### src/rtl/xirq_pkg.sv
package xirq_pkg;
  localparam int BYTE_W = 8;

  typedef enum logic [1:0] {
    SENSE_LEVEL = 2'b00,
    SENSE_RISE  = 2'b01,
    SENSE_FALL  = 2'b10,
    SENSE_BOTH  = 2'b11
  } sense_e;

  typedef enum logic [1:0] {
    REG_SENSE = 2'd0,
    REG_CTRL  = 2'd1,
    REG_PINS  = 2'd2,
    REG_FLAGS = 2'd3
  } reg_idx_e;
endpackage

### src/rtl/xirq_sync.sv
module xirq_sync #(
  parameter int WIDTH  = 8,
  parameter int STAGES = 2
) (
  input  logic             clk,
  input  logic             rst,
  input  logic [WIDTH-1:0] d,
  output logic [WIDTH-1:0] q
);
  logic [WIDTH-1:0] chain [STAGES];

  generate
    for (genvar s = 0; s < STAGES; s++) begin : g_stage
      if (s == 0) begin : g_first
        always_ff @(posedge clk) begin
          if (rst) chain[s] <= '0;
          else     chain[s] <= d;
        end
      end else begin : g_next
        always_ff @(posedge clk) begin
          if (rst) chain[s] <= '0;
          else     chain[s] <= chain[s-1];
        end
      end
    end
  endgenerate

  assign q = chain[STAGES-1];
endmodule

### src/rtl/xirq_line.sv
module xirq_line
  import xirq_pkg::*;
(
  input  logic       clk,
  input  logic       rst,
  input  logic       pin_s,
  input  logic [1:0] sense,
  input  logic       is_input,
  input  logic       clr,
  output logic       flag_q,
  output logic       lvl_hit
);
  logic prev_q;
  logic rise, fall, evt;

  assign rise = pin_s & ~prev_q;
  assign fall = ~pin_s & prev_q;

  always_comb begin
    case (sense_e'(sense))
      SENSE_RISE: evt = rise;
      SENSE_FALL: evt = fall;
      SENSE_BOTH: evt = rise | fall;
      default:    evt = 1'b0;
    endcase
    evt = evt & is_input;
  end

  assign lvl_hit = is_input & ~pin_s & (sense_e'(sense) == SENSE_LEVEL);

  always_ff @(posedge clk) begin
    if (rst) begin
      prev_q <= 1'b0;
      flag_q <= 1'b0;
    end else begin
      prev_q <= pin_s;
      if (sense_e'(sense) == SENSE_LEVEL) flag_q <= 1'b0;
      else                                flag_q <= evt | (flag_q & ~clr);
    end
  end
endmodule

### src/rtl/xirq_regs.sv
module xirq_regs
  import xirq_pkg::*;
#(
  parameter int NUM_LINES = 8,
  parameter int DATA_W    = 16,
  parameter int ADDR_W    = 2
) (
  input  logic                   clk,
  input  logic                   rst,
  input  logic [ADDR_W-1:0]      addr,
  input  logic                   wr,
  input  logic [DATA_W/BYTE_W-1:0] be,
  input  logic [DATA_W-1:0]      wdata,
  input  logic [NUM_LINES-1:0]   flag_view,
  input  logic [NUM_LINES-1:0]   pin_sync,
  output logic [2*NUM_LINES-1:0] cfg_q,
  output logic [NUM_LINES-1:0]   dir_q,
  output logic [NUM_LINES-1:0]   en_q,
  output logic [NUM_LINES-1:0]   dout_q,
  output logic [NUM_LINES-1:0]   clr_v,
  output logic [DATA_W-1:0]      rdata
);
  localparam int CFG_W = 2 * NUM_LINES;
  localparam logic [NUM_LINES-1:0] LINE_MASK = {{(NUM_LINES-1){1'b1}}, 1'b0};

  reg_idx_e idx;
  logic [DATA_W-1:0] rd_next;

  assign idx = reg_idx_e'(addr);

  always_ff @(posedge clk) begin
    if (rst) begin
      cfg_q  <= '0;
      dir_q  <= '0;
      en_q   <= '0;
      dout_q <= '0;
    end else if (wr) begin
      case (idx)
        REG_SENSE: begin
          for (int i = 1; i < NUM_LINES; i++) begin
            if (be[(2*i)/BYTE_W]) cfg_q[2*i +: 2] <= wdata[2*i +: 2];
          end
        end
        REG_CTRL: begin
          if (be[1]) dir_q <= wdata[BYTE_W +: NUM_LINES] & LINE_MASK;
          if (be[0]) en_q  <= wdata[0 +: NUM_LINES] & LINE_MASK;
        end
        REG_PINS: begin
          if (be[1]) dout_q <= wdata[BYTE_W +: NUM_LINES] & LINE_MASK;
        end
        default: ;
      endcase
    end
  end

  assign clr_v = (wr && idx == REG_FLAGS && be[0]) ?
                 (wdata[0 +: NUM_LINES] & LINE_MASK) : '0;

  always_comb begin
    rd_next = '0;
    case (idx)
      REG_SENSE: rd_next[CFG_W-1:0] = cfg_q;
      REG_CTRL: begin
        rd_next[BYTE_W +: NUM_LINES] = dir_q;
        rd_next[0 +: NUM_LINES]      = en_q;
      end
      REG_PINS: begin
        rd_next[BYTE_W +: NUM_LINES] = dout_q;
        rd_next[0 +: NUM_LINES]      = pin_sync & LINE_MASK;
      end
      default: rd_next[0 +: NUM_LINES] = flag_view & LINE_MASK;
    endcase
  end

  always_ff @(posedge clk) begin
    if (rst) rdata <= '0;
    else     rdata <= rd_next;
  end
endmodule

### src/rtl/xirq_edge_unit.sv
module xirq_edge_unit
  import xirq_pkg::*;
#(
  parameter int NUM_LINES   = 8,
  parameter int DATA_W      = 16,
  parameter int ADDR_W      = 2,
  parameter int SYNC_STAGES = 2
) (
  input  logic                     clk,
  input  logic                     rst,
  input  logic [ADDR_W-1:0]        bus_addr,
  input  logic                     bus_wr,
  input  logic [DATA_W/BYTE_W-1:0] bus_be,
  input  logic [DATA_W-1:0]        bus_wdata,
  output logic [DATA_W-1:0]        bus_rdata,
  input  logic [NUM_LINES-1:0]     pin_in,
  output logic [NUM_LINES-1:0]     pin_dout,
  output logic [NUM_LINES-1:0]     pin_dir,
  output logic [NUM_LINES-1:0]     irq
);
  logic [NUM_LINES-1:0]   pin_s;
  logic [2*NUM_LINES-1:0] cfg_q;
  logic [NUM_LINES-1:0]   dir_q, en_q, dout_q, clr_v;
  logic [NUM_LINES-1:0]   flag_q, lvl_hit, flag_view;
  logic [NUM_LINES-1:0]   irq_q;

  xirq_sync #(.WIDTH(NUM_LINES), .STAGES(SYNC_STAGES)) u_sync (
    .clk(clk), .rst(rst), .d(pin_in), .q(pin_s)
  );

  xirq_regs #(.NUM_LINES(NUM_LINES), .DATA_W(DATA_W), .ADDR_W(ADDR_W)) u_regs (
    .clk(clk), .rst(rst), .addr(bus_addr), .wr(bus_wr), .be(bus_be),
    .wdata(bus_wdata), .flag_view(flag_view), .pin_sync(pin_s),
    .cfg_q(cfg_q), .dir_q(dir_q), .en_q(en_q), .dout_q(dout_q),
    .clr_v(clr_v), .rdata(bus_rdata)
  );

  assign flag_q[0]    = 1'b0;
  assign lvl_hit[0]   = 1'b0;
  assign flag_view[0] = 1'b0;

  generate
    for (genvar n = 1; n < NUM_LINES; n++) begin : g_line
      xirq_line u_line (
        .clk(clk), .rst(rst), .pin_s(pin_s[n]), .sense(cfg_q[2*n +: 2]),
        .is_input(~dir_q[n]), .clr(clr_v[n]),
        .flag_q(flag_q[n]), .lvl_hit(lvl_hit[n])
      );
      assign flag_view[n] = (sense_e'(cfg_q[2*n +: 2]) == SENSE_LEVEL) ?
                            lvl_hit[n] : flag_q[n];
    end
  endgenerate

  always_ff @(posedge clk) begin
    if (rst) irq_q <= '0;
    else     irq_q <= en_q & flag_view;
  end

  assign irq      = irq_q;
  assign pin_dout = dout_q;
  assign pin_dir  = dir_q;
endmodule

### config.mk
export PLATFORM = sky130hd
export DESIGN_NAME = xirq_edge_unit
export DESIGN_NICKNAME = d
export VERILOG_FILES = /design/src/rtl/xirq_pkg.sv /design/src/rtl/xirq_sync.sv /design/src/rtl/xirq_line.sv /design/src/rtl/xirq_regs.sv /design/src/rtl/xirq_edge_unit.sv
export SDC_FILE = /design/constraint.sdc
export NUM_CORES = 1
export LEC_CHECK = 0
export CAP_MARGIN = 20
export CORE_MARGIN = 2
export CORE_UTILIZATION = 48
export CTS_CLUSTER_DIAMETER = 40
export DETAILED_ROUTE_END_ITERATION = 12
export MAX_ROUTING_LAYER = met4
export PLACE_DENSITY_LB_ADDON = 0.05
export REMOVE_ABC_BUFFERS = 1
export SYNTH_ARGS = -nofsm -noshare
export SYNTH_HDL_FRONTEND = slang
export SYNTH_HIERARCHICAL = 1
export SYNTH_SLANG_ARGS = --single-unit
### constraint.sdc
create_clock -name clk -period 1.3 [get_ports clk]
set_input_delay 0.26 -clock clk [delete_from_list [all_inputs] [get_ports clk]]
set_output_delay 0.26 -clock clk [all_outputs]
set_load 0.02 [all_outputs]
==> results.cfg <==
[layout]
largest_register_ffs = 15
syn2layout_area_growth_pct = 40.2
reg.largest.list = u_regs/rdata (15), u_regs/cfg_q (14), u_sync/chain (14)
instances_no_fill = 649
drive_gt1_share_pct = 36.2
antenna_cells = 0
post-route-util_pct = 69.4
nets = 584
largest_register = u_regs/rdata

[global_routing]
grt_antenna_before_repair = 0
overflow = 0
track_usage_pct = 23.5
grt_pass1_vias = 3299
grt_pass1_wl_um = 15800
grt_start_max_net_pins = 36

[min_path]
hold_class = primary input to flop
hp-start = rst

[routing]
drt_pass1_iterations = 4
routedWlPerCell_um = 15.7
first_iter_violations = 100
drt.antenna.violating_nets = 0
route.detailed.drc = 0
vias = 3299
wirelength_um = 10200
viasPerCell = 5.08

[critical_path]
worstPathRequired_ns = 1.57
critical-path-top-delay-family = simple AND/OR/NAND/NOR gates
cp_slowest_cell = or3b_1
cp_num_buf_inv = 0
worstSetupStartpoint = u_regs/cfg_q[3]
start_kind = flop
cp-end-kind = flop
path_max_fanout = 2
critical_path_class = flop to flop
max_stage_delay_ns = 0.39
path_cells = nor4b_2, or3b_1, nand2_1, mux2i_1, a211oi_2
r2r_start = u_regs/cfg_q[3]
arrival_ns = 1.73

[floorplan]
die_x_um = 96.1
fp-row-count = 33
ios = 71
start_util_pct = 49.5
coreArea_um2 = 8220
fp.dieArea_um2 = 9230
die_h_um = 96.1

[timing]
finalCritPeriodShare_pct = 112
finalSetupTns_ns = -0.345
setup_viol = 8
hold_viol = 0
setup_slack_ns = -0.158
slew_violations = 0
finalClockSkew_ns = 0.00575
min_period_ns = 1.46
clock.fmax_mhz = 686
rsz0062_at_grt = yes

[power_and_ir_drop]
leakagePower_nw = 2.46
powerDensity_nw_per_um2 = 920
ir_drop_mv = 0.555

[placed_design]
finalWeightedCongestion = 0.838
io_buffers = 64
hpwl_um = 7080
place_inst = 624

[clock_network]
clkTransAtPathRegs_ns = 0.09
clock_latency_ns = 0.36
cts_buffer_depth = 2
cts_inserted_buffers = 9
clock_sinks = 85
h-tree-depth = 3
cts_root_buf = clkbuf_8
cts_tree = done

[logic_synthesis]
netlist_area_um2 = 4070
synthCells = 409
yosysWarningCount = 6
syn_area_per_cell_um2 = 9.95

[run_status]
violations = setup timing
status = finished, violations left

[run]
max-cap-violations = 0
-- power by group --
| part | internal [mW] | switching, mW | total (mW) |
|---|---|---|---|
| Clock | 0.798 | 0.959 | 1.76 |
| Sequential | 2.67 | 0.0472 | 2.71 |
| Combinational | 0.418 | 0.356 | 0.774 |
| Total | 3.88 | 1.36 | 5.25 |
-- worst register-to-register path, delay by kind of cell (launching register included) --
kind | cells | cell delay [ns]
multiplexers | 1 | 0.10
AND/OR/NAND/NOR | 3 | 0.71
flip-flops | 1 | 0.33
AO/OA/AOI/OAI | 1 | 0.23
-- placed cells by master (no fill, tap or decap), types with 6 or more instances in the layout --
| cell type | instances |
|---|---|
| buf_4 | 70 |
| a31oi_1 | 6 |
| o21ai_0 | 7 |
| nor2b_1 | 16 |
| dlygate4sd2_1 | 9 |
| and2b_1 | 7 |
| nor2b_2 | 7 |
| nor2_1 | 13 |
| inv_2 | 9 |
| a21oi_1 | 7 |
| dfxtp_2 | 17 |
| buf_2 | 12 |
| inv_1 | 16 |
| dfxtp_1 | 64 |
| mux2i_1 | 55 |
| clkdlybuf4s15_1 | 14 |
| clkdlybuf4s50_1 | 23 |
| and2_1 | 7 |
| o21ai_2 | 7 |
| clkbuf_8 | 11 |
| a2111oi_2 | 6 |
| nand2b_1 | 59 |
| a211oi_1 | 6 |
| ha_4 | 7 |
| o22ai_1 | 13 |
-- cell type report --
class                   instances  area [µm²]
fillers                       667        2510
flip-flops and latches         85        1740
well taps                     105         131
multi-input cells             277        2370
clock buffers                  13         159
inverters                      28         113
clock inverters                 3        20.0
repair buffers                138        1170
-- per-layer routing --
metal  part of all wire (%)  GRT usage (%)  up-vias
met1                     46           28.4     1559
met3                    5.1           4.78       13
met4                    1.3           8.10        0
li1                       -              -     1656
met5                      0              -        -
met2                     48           38.8       71
-- repair_timing --
item                                   in CTS  in global routing
setup endpoints to repair                  88                 40
endpoints found under the hold margin       0                  0
gates resized for setup                   121                 62
setup buffers                               9                  0
hold buffers                                0                  0
pin swaps                                  21                  6
-- final timing paths --
path                              to  slack (ns)  depth (start not counted)
max                  u_regs/rdata[1]       -0.16                          5
min          g_line[2].u_line/prev_q        0.37                          3
max reg2reg          u_regs/rdata[1]       -0.16                          5
min reg2reg       u_sync/chain[1][2]        0.45                          1
-- per-stage QoR --
step	hold WS (ns)	power, mW	setup slack (ns)	area (µm²)
2_1_floorplan	0.326	3.08	-0.133	3920
3_3_place_gp	0.415	3.47	-0.686	5230
3_5_place_dp	0.428	3.48	-0.761	5230
4_1_cts	0.343	5.24	-0.151	5600
5_1_grt	0.372	5.48	-0.228	5700
6_report	0.366	5.25	-0.158	5700
Note: power is estimated with default switching activity, not from simulation.
